[config.mk]
export PLATFORM = sky130hd
export DESIGN_NAME = rx_req_packer
export DESIGN_NICKNAME = d
export VERILOG_FILES = /design/src/rtl/rxpk_pkg.sv /design/src/rtl/rxpk_ctrl.sv /design/src/rtl/rxpk_dp.sv /design/src/rtl/rx_req_packer.sv
export SDC_FILE = /design/constraint.sdc
export NUM_CORES = 1
export LEC_CHECK = 0
export BUFFER_PORTS_ARGS = -buffer_cell sky130_fd_sc_hd__buf_2
export CORE_ASPECT_RATIO = 0.6
export CORE_MARGIN = 2
export CORE_UTILIZATION = 49
export CTS_BUF_LIST = sky130_fd_sc_hd__clkbuf_16
export CTS_CLUSTER_DIAMETER = 80
export DETAILED_ROUTE_END_ITERATION = 8
export PLACE_DENSITY = 0.76
export SETUP_SLACK_MARGIN = 0.5
export SLEW_MARGIN = 10
export SYNTH_ARGS = -nofsm -noshare
export SYNTH_HDL_FRONTEND = slang
export SYNTH_SLANG_ARGS = --single-unit
export TNS_END_PERCENT = 5
[constraint.sdc]
create_clock -name clk -period 2 [get_ports clk]
set_input_delay 0.2 -clock clk [delete_from_list [all_inputs] [get_ports clk]]
set_output_delay 0.2 -clock clk [all_outputs]
set_load 0.03 [all_outputs]
[src/rtl/rxpk_pkg.sv]
package rxpk_pkg;

  // Strobes issued by the control path to the packing datapath
  typedef struct packed {
    logic loadTodo;    // accept a new request count
    logic acceptByte;  // shifter byte taken this cycle
    logic closeWord;   // accepted byte completes a word
    logic pushWord;    // held word written to the FIFO this cycle
  } rxpkStrobes_t;

endpackage

[src/rtl/rxpk_ctrl.sv]
module rxpk_ctrl
  import rxpk_pkg::*;
#(
  parameter int CNT_W      = 16,
  parameter int WORD_BYTES = 4,
  parameter int BV_W       = $clog2(WORD_BYTES + 1)
) (
  input  logic             clk,
  input  logic             rstN,
  input  logic             reqWrEn,
  input  logic [CNT_W-1:0] reqCount,
  input  logic             byteValid,
  input  logic             fifoFull,
  input  logic             pendValid,
  input  logic [BV_W-1:0]  accCnt,
  output rxpkStrobes_t     strobes,
  output logic [CNT_W-1:0] todoCount,
  output logic             sckEn,
  output logic             rxIrq
);

  localparam logic [CNT_W-1:0] LAST_BYTE = CNT_W'(1);
  localparam logic [BV_W-1:0]  LAST_SLOT = BV_W'(WORD_BYTES - 1);

  logic [CNT_W-1:0] todoQ;
  logic             busy;
  logic             blocked;
  logic             irqQ;

  assign busy    = (todoQ != '0);
  assign blocked = pendValid & fifoFull;
  assign sckEn   = busy & ~blocked;

  always_comb begin
    strobes            = '0;
    strobes.loadTodo   = reqWrEn & (reqCount != '0) & ~busy;
    strobes.acceptByte = byteValid & sckEn;
    strobes.closeWord  = strobes.acceptByte & ((accCnt == LAST_SLOT) | (todoQ == LAST_BYTE));
    strobes.pushWord   = pendValid & ~fifoFull;
  end

  always_ff @(posedge clk or negedge rstN) begin
    if (!rstN) begin
      todoQ <= '0;
      irqQ  <= 1'b0;
    end else begin
      if (strobes.loadTodo)
        todoQ <= reqCount;
      else if (strobes.acceptByte)
        todoQ <= todoQ - LAST_BYTE;
      irqQ <= strobes.pushWord;
    end
  end

  assign todoCount = todoQ;
  assign rxIrq     = irqQ;

endmodule

[src/rtl/rxpk_dp.sv]
module rxpk_dp
  import rxpk_pkg::*;
#(
  parameter int BYTE_W     = 8,
  parameter int WORD_BYTES = 4,
  parameter int BV_W       = $clog2(WORD_BYTES + 1),
  parameter int WORD_W     = BYTE_W * WORD_BYTES
) (
  input  logic              clk,
  input  logic              rstN,
  input  rxpkStrobes_t      strobes,
  input  logic [BYTE_W-1:0] byteData,
  output logic              pendValid,
  output logic [BV_W-1:0]   accCnt,
  output logic [WORD_W-1:0] pushData,
  output logic [BV_W-1:0]   pushBytes
);

  localparam logic [BV_W-1:0] ONE_BYTE = BV_W'(1);

  logic [WORD_W-1:0] accQ;
  logic [BV_W-1:0]   cntQ;
  logic [WORD_W-1:0] nextAcc;
  logic [WORD_W-1:0] pendDataQ;
  logic [BV_W-1:0]   pendBytesQ;
  logic              pendQ;

  // Shift left so the earliest byte drifts toward the top of the word
  assign nextAcc = {accQ[WORD_W-BYTE_W-1:0], byteData};

  always_ff @(posedge clk or negedge rstN) begin
    if (!rstN) begin
      accQ <= '0;
      cntQ <= '0;
    end else if (strobes.acceptByte) begin
      if (strobes.closeWord) begin
        accQ <= '0;
        cntQ <= '0;
      end else begin
        accQ <= nextAcc;
        cntQ <= cntQ + ONE_BYTE;
      end
    end
  end

  always_ff @(posedge clk or negedge rstN) begin
    if (!rstN) begin
      pendQ      <= 1'b0;
      pendDataQ  <= '0;
      pendBytesQ <= '0;
    end else if (strobes.closeWord) begin
      pendQ      <= 1'b1;
      pendDataQ  <= nextAcc;
      pendBytesQ <= cntQ + ONE_BYTE;
    end else if (strobes.pushWord) begin
      pendQ <= 1'b0;
    end
  end

  assign pendValid = pendQ;
  assign accCnt    = cntQ;
  assign pushData  = pendDataQ;
  assign pushBytes = pendBytesQ;

endmodule

[src/rtl/rx_req_packer.sv]
module rx_req_packer
  import rxpk_pkg::*;
#(
  parameter int CNT_W      = 16,
  parameter int BYTE_W     = 8,
  parameter int WORD_BYTES = 4,
  parameter int BV_W       = $clog2(WORD_BYTES + 1),
  parameter int WORD_W     = BYTE_W * WORD_BYTES
) (
  input  logic              clk,
  input  logic              rstN,
  input  logic              reqWrEn,
  input  logic [CNT_W-1:0]  reqCount,
  input  logic              byteValid,
  input  logic [BYTE_W-1:0] byteData,
  input  logic              fifoFull,
  output logic              sckEn,
  output logic [CNT_W-1:0]  todoCount,
  output logic              pushValid,
  output logic [WORD_W-1:0] pushData,
  output logic [BV_W-1:0]   pushBytes,
  output logic              rxIrq
);

  rxpkStrobes_t    strobes;
  logic            pendValid;
  logic [BV_W-1:0] accCnt;

  rxpk_ctrl #(
    .CNT_W(CNT_W), .WORD_BYTES(WORD_BYTES), .BV_W(BV_W)
  ) u_ctrl (
    .clk(clk), .rstN(rstN), .reqWrEn(reqWrEn), .reqCount(reqCount),
    .byteValid(byteValid), .fifoFull(fifoFull), .pendValid(pendValid),
    .accCnt(accCnt), .strobes(strobes), .todoCount(todoCount),
    .sckEn(sckEn), .rxIrq(rxIrq)
  );

  rxpk_dp #(
    .BYTE_W(BYTE_W), .WORD_BYTES(WORD_BYTES), .BV_W(BV_W), .WORD_W(WORD_W)
  ) u_dp (
    .clk(clk), .rstN(rstN), .strobes(strobes), .byteData(byteData),
    .pendValid(pendValid), .accCnt(accCnt), .pushData(pushData),
    .pushBytes(pushBytes)
  );

  assign pushValid = strobes.pushWord;

endmodule

# Word-level counts from Yosys, hierarchy flattened
# Cells that the tools add are included.
[classes]
addsub = 2
eq_ne = 2
muxes = 6
bitwise = 11
n_reduce_logical = 4
[ops]
columns = ["operator", "n"]
rows = [
  ["two-way mux 16 bit", 2],
  ["nonzero test 16 bit", 2],
  ["two-way mux 24 bit", 1],
  ["equality test 16 x 1 -> 1 bit, second input constant", 1],
  ["subtractor 16 x 1 -> 16 bit, second input constant", 1],
  ["AND 1 bit", 7],
  ["nonzero test 2 bit", 2],
  ["adder 3 x 1 -> 3 bit, second input constant", 1],
  ["equality test 3 x 2 -> 1 bit, second input constant", 1],
  ["two-way mux 3 bit", 1],
  ["inverter 1 bit", 3],
  ["two-way mux 1 bit", 2],
  ["OR 1 bit", 1],
]
[totals]
reg_bits = 80
in_bits = 29
output_inout_bits = 54
elab_cells = 32

# Depth between registers and ports, before layout
# Gate-level depths: netlist of the first run.
[depth]
word_depth = 6
ltp_mapped = 8
mapped_depth_nobuf = 6

# Cells and area by module
# Synthesis of the first run repeated with hierarchy kept, for this count alone.
[unflattened]
hier_cells = 331
area_unflattened_um2 = 3814.9
[by_module_without_submodules]
columns = ["module", "instances", "cells_each", "area_each_um2", "seq_area_each_um2"]
rows = [
  ["rxpk_dp", 1, 198, 2658.8, 1576.5],
  ["rxpk_ctrl", 1, 133, 1156.1, 425.4],
]

# Worst setup path after synthesis of the first run
# OpenSTA, ideal clock, no wires.
[synth_path]
path_type = "flip-flop to output port"
startpoint = "register u_ctrl.todoQ[0] (netlist: u_ctrl.todoCount[0])"
endpoint = "output port sckEn"
t_arrival_ns = 1.880
required_ns = 1.800
slack_ns = -0.080
path_stages_with_launch = 7
path_buffers = 1
path_cell_list = "dfrtp_1 > inv_1 > ha_1 > and4b_1 > buf_4 > and2_1 > a21oi_1"
[synth_between]
elab_chain_len = 2
[synth_lines]
columns = ["element", "line", "rtl"]
rows = [
  ["start, declared", "rxpk_ctrl.sv:25", "logic [CNT_W-1:0] todoQ;"],
  ["start signal, assigned", "rxpk_ctrl.sv:48", "todoQ <= reqCount;"],
  ["start signal, assigned", "rxpk_ctrl.sv:50", "todoQ <= todoQ - LAST_BYTE;"],
  ["nonzero test 16 bit", "rxpk_ctrl.sv:30", "assign busy = (todoQ != '0);"],
  ["AND 1 bit", "rxpk_ctrl.sv:32", "assign sckEn = busy & ~blocked;"],
  ["end, declared", "rx_req_packer.sv:17", "output logic sckEn,"],
]
# Every way passes these cells.

# Worst setup path after layout of the first run
[layout_path]
startpoint = "register u_ctrl.todoQ[10] (netlist: u_ctrl.todoCount[10])"
endpoint = "register u_dp.pendDataQ[17] (netlist: u_dp.pushData[17])"
[layout_between]
elab_chain_len = 4
word_cells_on_any_way = 6
cone_classes = "eq/ne: 1; bitwise: 4; reduce/logical: 1"
[layout_lines]
columns = ["element", "line", "rtl"]
rows = [
  ["nonzero test 16 bit", "rxpk_ctrl.sv:30", ""],
  ["AND 1 bit", "rxpk_ctrl.sv:32", ""],
  ["AND 1 bit", "rxpk_ctrl.sv:37", "strobes.acceptByte = byteValid & sckEn;"],
  ["AND 1 bit (*)", "rxpk_ctrl.sv:38", "strobes.closeWord = strobes.acceptByte & ((accCnt == LAST_SLOT) | (todoQ == LAST_BYTE));"],
  ["end signal, assigned", "rxpk_dp.sv:53", "pendDataQ <= nextAcc;"],
  ["end, declared", "rxpk_dp.sv:24", "logic [WORD_W-1:0] pendDataQ;"],
]
# Mark *: on every way between the ends. The rest lies on a longest branch, timed or not.
# A chain may end at the register's enable or synchronous reset.

==> impl_metrics.toml, run 1 <==
[timing]
drv_slew = 0
setup_violations = 28
setup_ws_ns = -0.0878
min_period_over_period = 1.04
rsz0062_at_grt = "true"
period_minus_slack_ns = 2.09
final_hold_viol_count = 0
whs_ns = 0.0878
relSlewSlack = 0.587
fin_setup_tns_ns = -1.80
finClkSkew_ns = 0.00814
tightest_slew_ns = 0.618
fmax_mhz = 479

[setup_path]
crit_path_start_kind = "register"
path_class = "reg -> reg"
cp.arrival_ns = 2.31
cp_max_fo = 4
required_ns = 2.22
setup.worst_path.end_class = "register"
r2r_slack_ns = -0.09

[synthesis]
yosys_warnings = 0
yosysTopAreaCellShare = 0.543
synth_top_cell_by_area = "dfrtp_1"
syn_avg_cell_area_um2 = 13.8
syn-cell-area_um2 = 3680
ys_ff_latch = 80
async_flop_share = 1.00
ys.flop_type = "dfrtp_1"
synthMostInstantiatedCell = "dfrtp_1"
synthTopCellsByArea = "dfrtp_1, mux2_4, a22o_1"
syn_nets = 301
synthTopCellsByCount = "dfrtp_1, mux2_4, a22o_1, nand2_1"
synth_edf_count = 0
ys_seq_area_frac = 0.543
synth_cell_types = 50
syn_inst = 267

[place]
dp_hpwl_mm = 6.09
placed_area_um2 = 4380
place_congestion = 0.942
portBuffers = 82

[pwr]
p_clk_frac = 0.221
sequentialPowerShare = 0.350
p_int_mw = 4.87
power_switching_share = 0.387
p_switching_mw = 3.07
vdd_ir_drop_max_mv = 0.899
p_leak_nw = 2.43
power.density_cell_area_nw_per_um2 = 1560
combPwrFrac = 0.428

[flow_run]
cap_violations = 0

[clock_tree]
cts-buffers-inserted = 9
clockBufferDepth = 2
clkTransAtPathRegs_ns = 0.06
htreeDepth = 3
root_buffer = "clkbuf_16"
clock_latency_ns = 0.34
cts_tree = "done"
numClockSinks = 80

[floorplan]
initial_utilization = 0.507
fp.dieH_um = 71.2
die_x_um = 116
core-area_um2 = 7270
fp-row-count = 24
die-area_um2 = 8250
io_pins = 83

[run_status]
status = "complete, but fails checks"
failed_checks = "negative setup slack"

[routing]
drc = 0
drt_first_pass_iters = 4
wl_mm = 9.06
drtAntennaViolNets = 0
vias_per_cell = 5.32
vias = 2673
drt_iter0_drc = 132
post_drt_wl_per_cell_um = 18.1

[finish]
fin_nets = 427
fin_area_um2 = 5090
fill_cells = 535
fin_util = 0.700
n_antenna_cell = 0
area_delta_synth_final_pct = 38.1
layout-drive-gt1-share = 0.570

[grt]
gr-usage-all-layers = 0.234
grt-busiest-layer = "met1"
grt_use_met3 = 0.0617
met2_usage = 0.333
grt_pass1_vias = 2736
grt_max_degree = 40
grt.overflow.total = 0
grt_pass1_wl_mm = 14.3
grtUsageMet1 = 0.350
antenna_found_initial = 0

[min_path]
worst_hold_path_type = "in -> reg"
## flip-flops by register name, summed over array words and instances (netlist names)
register,cells
u_dp.pushData,32
u_ctrl.rxIrq,1
u_dp.pushBytes,3
u_dp.pendValid,1
u_ctrl.todoCount,16
u_dp.accCnt,3
u_dp.accQ,24
## cells by family (layout without fill, tap and decap cells)
| logic type | count (synthesis) | after routing | synth area share |
|---|---|---|---|
| xor+xnor | 9 | 9 | 0.0214 |
| fa+ha+maj | 5 | 5 | 0.0170 |
| mux | 35 | 35 | 0.137 |
| compound gates | 51 | 51 | 0.120 |
| buf+inv | 20 | 151 | 0.0458 |
| flops | 80 | 80 | 0.543 |
| simple gates | 67 | 67 | 0.116 |
## layout make-up
type                    count  area, um^2  share of cell area
clock inverters             7        93.8              0.0184
multi-input cells         167        1700               0.334
well taps                 104         130              0.0256
flip-flops and latches     80        2010               0.395
repair buffers            128         901               0.177
inverters                   7        26.3             0.00516
clock buffers               9         225              0.0443
## routing by layer
metal,share of wire,vias to the layer above
li1,-,1244
met1,0.49,1307
met2,0.43,100
met3,0.058,22
met4,0.018,0
met5,0,-
## timing repair
action | CTS | global route
endpoints found under the hold margin | 37 | 0
setup buffers | 7 | 2
pin swaps | 22 | 14
hold buffers | 1 | 0
endpoints found under the setup margin | 80 | 80
gates cloned | 2 | 1
resized for setup | 46 | 8
## path summary, 6_finish.rpt
kind	from	endpoint	depth (start not counted)
max in group asynchronous	rstN	u_dp.pushData[4]	3
setup / recovery	u_ctrl.todoCount[10]	u_dp.pushData[17]	8
min in group asynchronous	rstN	u_ctrl.todoCount[12]	2
hold reg to reg	u_dp.pushData[7]	u_dp.pushData[7]	1
setup reg to reg	u_ctrl.todoCount[10]	u_dp.pushData[17]	8
hold / removal	fifoFull	u_ctrl.rxIrq	2
## power groups by stage
stage               Clock, mW  Combinational, mW  Sequential, mW
finish                   1.76               3.40            2.78
global route             1.86               3.61            2.86
CTS                      1.79               3.34            2.77
detailed placement          0               3.11            2.77
global placement            0               3.05            2.74
floorplan                   0               1.31            3.58
## placed cells by master, fill, tap and decap left out, types with 2 or more instances in the layout
cell type,netlist,routed
buf_2,3,80
dfrtp_1,80,73
mux2_4,29,34
buf_4,3,33
a22o_1,26,26
nand2_1,23,12
nand2_2,0,10
clkbuf_16,0,10
inv_1,7,7
nor2_1,7,7
dfrtp_2,0,7
xnor2_1,6,6
buf_6,4,6
nor4_1,4,4
or3_1,4,4
ha_1,5,4
buf_12,3,4
a221o_1,3,3
a2111oi_4,0,3
o31ai_1,3,3
nand3_2,0,3
xor2_1,3,3
o21ai_0,4,3
nor4_4,1,2
and2_4,0,2
and4b_2,0,2
a21oi_2,0,2
nor3_2,0,2
nand4b_1,2,2
or2_2,2,2
or4_1,2,2
bufinv_16,0,2
buf_16,0,2
## metrics by stage
| step | cells | power (mW) | setup WS [ns] |
|---|---|---|---|
| after floorplan | 267 | 4.89 | 0.0175 |
| after global placement | 473 | 5.80 | 0.0273 |
| after detailed placement | 473 | 5.88 | -0.0691 |
| after CTS | 499 | 7.90 | -0.0787 |
| after global routing | 502 | 8.33 | -0.154 |
| final | 502 | 7.94 | -0.0878 |
## worst max-delay path, cell delays in order (launching register included)
cell	delay, ns
dfrtp_2	0.42
nor4_4	0.30
buf_4	0.19
and4_4	0.24
a21oi_4	0.09
nor2_8	0.16
buf_6	0.15
clkbuf_16	0.14
mux2_4	0.29
Note: power is estimated with default switching activity, not from simulation.
==> inputs of run 2 (changes only) <==
--- a/config.mk
+++ b/config.mk
@@ -13,6 +13,7 @@
 export CTS_CLUSTER_DIAMETER = 80
 export DETAILED_ROUTE_END_ITERATION = 8
 export PLACE_DENSITY = 0.76
+export REMOVE_ABC_BUFFERS = 1
 export SETUP_SLACK_MARGIN = 0.5
 export SLEW_MARGIN = 10
 export SYNTH_ARGS = -nofsm -noshare
==> impl_metrics.toml, run 2 (same netlist as run 1, synthesis figures left out) <==
[timing]
setup_violations = 33
finClkSkew_ns = 0.00490
final_hold_viol_count = 0
fmax_mhz = 489
rsz0062_at_grt = "true"
fin_setup_tns_ns = -1.09
whs_ns = 0.0887
min_period_over_period = 1.02
drv_slew = 0
relSlewSlack = 0.679
tightest_slew_ns = 0.478
period_minus_slack_ns = 2.04
setup_ws_ns = -0.0429

[setup_path]
r2r-start = "u_ctrl.todoCount[4]"
cp_top_family = "simple AND/OR/NAND/NOR gates"
cp-startpoint = "u_ctrl.todoCount[4]"
slowest_delay_ns = 0.45
cp_cell_sequence = "nor3_1 > and4_4 > a21oi_4 > nor2_8 > buf_4 > mux2_4"
cp.arrival_ns = 2.26
rr_worst_depth = 6
crit_buf_inv = 1
r2r-end = "u_dp.pushData[23]"
r2r_slack_ns = -0.04
endpoint = "u_dp.pushData[23]"
crit_path_top_delay_cell = "nor3_1"
path_class = "reg -> reg"
crit_path_start_kind = "register"
cp_max_fo = 5
cp_num_cells = 6
setup.worst_path.end_class = "register"
required_ns = 2.22

[floorplan]
die_x_um = 116
fp.dieH_um = 71.2
die-area_um2 = 8250
io_pins = 83
core-area_um2 = 7270
initial_utilization = 0.507
fp-row-count = 24

[place]
dp_hpwl_mm = 6.06
place_congestion = 0.895
portBuffers = 82

[grt]
grt.overflow.total = 0
antenna_found_initial = 1
grt_pass1_vias = 2704
grt_max_degree = 48
grt_pass1_wl_mm = 14.8
gr-usage-all-layers = 0.242

[finish]
layout_commonest_cell = "buf_2"
fin_util = 0.678
mostFrequentLayoutCells = "buf_2, dfrtp_1, mux2_4, buf_4, a22o_1"
fill_cells = 523
n_antenna_cell = 0
area_delta_synth_final_pct = 33.7
fin_nets = 425
largest_reg_flops = 32
layout-drive-gt1-share = 0.510

[routing]
drc = 0
drt_iter0_drc = 228
wl_mm = 9.29
drt_first_pass_iters = 5
post_drt_wl_per_cell_um = 18.6
vias = 2777
drtAntennaViolNets = 0
vias_per_cell = 5.55

[clock_tree]
cts-buffers-inserted = 9
cts_tree = "done"
clockBufferDepth = 2
numClockSinks = 80
clkTransAtPathRegs_ns = 0.06
clock_latency_ns = 0.34
htreeDepth = 3
root_buffer = "clkbuf_16"

[run_status]
failed_checks = "negative setup slack"
status = "complete, but fails checks"

[min_path]
worst_hold_path_type = "in -> reg"

[pwr]
p_leak_nw = 2.40
power.density_cell_area_nw_per_um2 = 1540
vdd_ir_drop_max_mv = 0.716

[flow_run]
cap_violations = 0
==> run 2: metal layers <==
metal	up-vias	global-route usage	wire [um]
met5	-	0	14
met4	2	0.0701	159
met3	22	0.0900	615
met2	119	0.337	4060
met1	1391	0.354	4440
li1	1243	-	-
==> run 2: worst min-delay path by stage <==
stage / to / slack, ns / cells after the start / startpoint
3_5_place_dp: u_ctrl.todoCount[10] / 0.18 / 1 / rstN
3_3_place_gp: u_ctrl.todoCount[10] / 0.18 / 1 / rstN
4_1_cts: u_ctrl.todoCount[15] / 0.08 / 3 / reqCount[15]
6_report: u_ctrl.todoCount[15] / 0.09 / 3 / reqCount[15]
2_1_floorplan: u_ctrl.rxIrq / -0.1 / 0 / rstN
5_1_grt: u_dp.accQ[5] / 0.09 / 2 / byteData[5]
==> run 2: report_power, final <==
part | total, mW | switching [mW] | leakage [nW] | internal, mW
Sequential | 2.76 | 0.500 | 0.999 | 2.26
Clock | 1.43 | 0.609 | 0.144 | 0.818
Combinational | 3.39 | 1.92 | 1.26 | 1.47
Total | 7.58 | 3.03 | 2.40 | 4.55
==> run 2: cell type report <==
type / instances / area [um^2] / area share
Sequential cell: 80 / 2010 / 0.407
Timing Repair Buffer: 124 / 838 / 0.170
Clock inverter: 7 / 33.8 / 0.00686
Tap cell: 104 / 130 / 0.0264
Inverter: 7 / 26.3 / 0.00533
Multi-Input combinational cell: 169 / 1670 / 0.338
Clock buffer: 9 / 225 / 0.0457
==> run 2: repair_timing <==
| action | in CTS | in global routing |
|---|---|---|
| hold endpoints to repair | 33 | 0 |
| pin swaps | 16 | 5 |
| gates resized for setup | 29 | 10 |
| hold buffers | 1 | 0 |
| setup endpoints to repair | 80 | 81 |
| cloned | 3 | 0 |
| buffers inserted | 7 | 1 |
==> run 2: worst reg2reg max path, stage by stage (launching register included) <==
cell,delay [ns]
dfrtp_1,0.43
nor3_1,0.45
and4_4,0.32
a21oi_4,0.08
nor2_8,0.14
buf_4,0.19
mux2_4,0.31
==> run 2: stage by stage <==
step | cells | cell area [um^2] | power, mW | setup slack (ns)
final | 500 | 4930 | 7.58 | -0.0429
after global routing | 500 | 4930 | 7.98 | -0.101
after CTS | 499 | 4880 | 7.55 | -0.0488
after detailed placement | 472 | 4380 | 5.89 | -0.0972
after global placement | 472 | 4380 | 5.82 | -0.0364
after floorplan | 254 | 3540 | 4.77 | -0.485
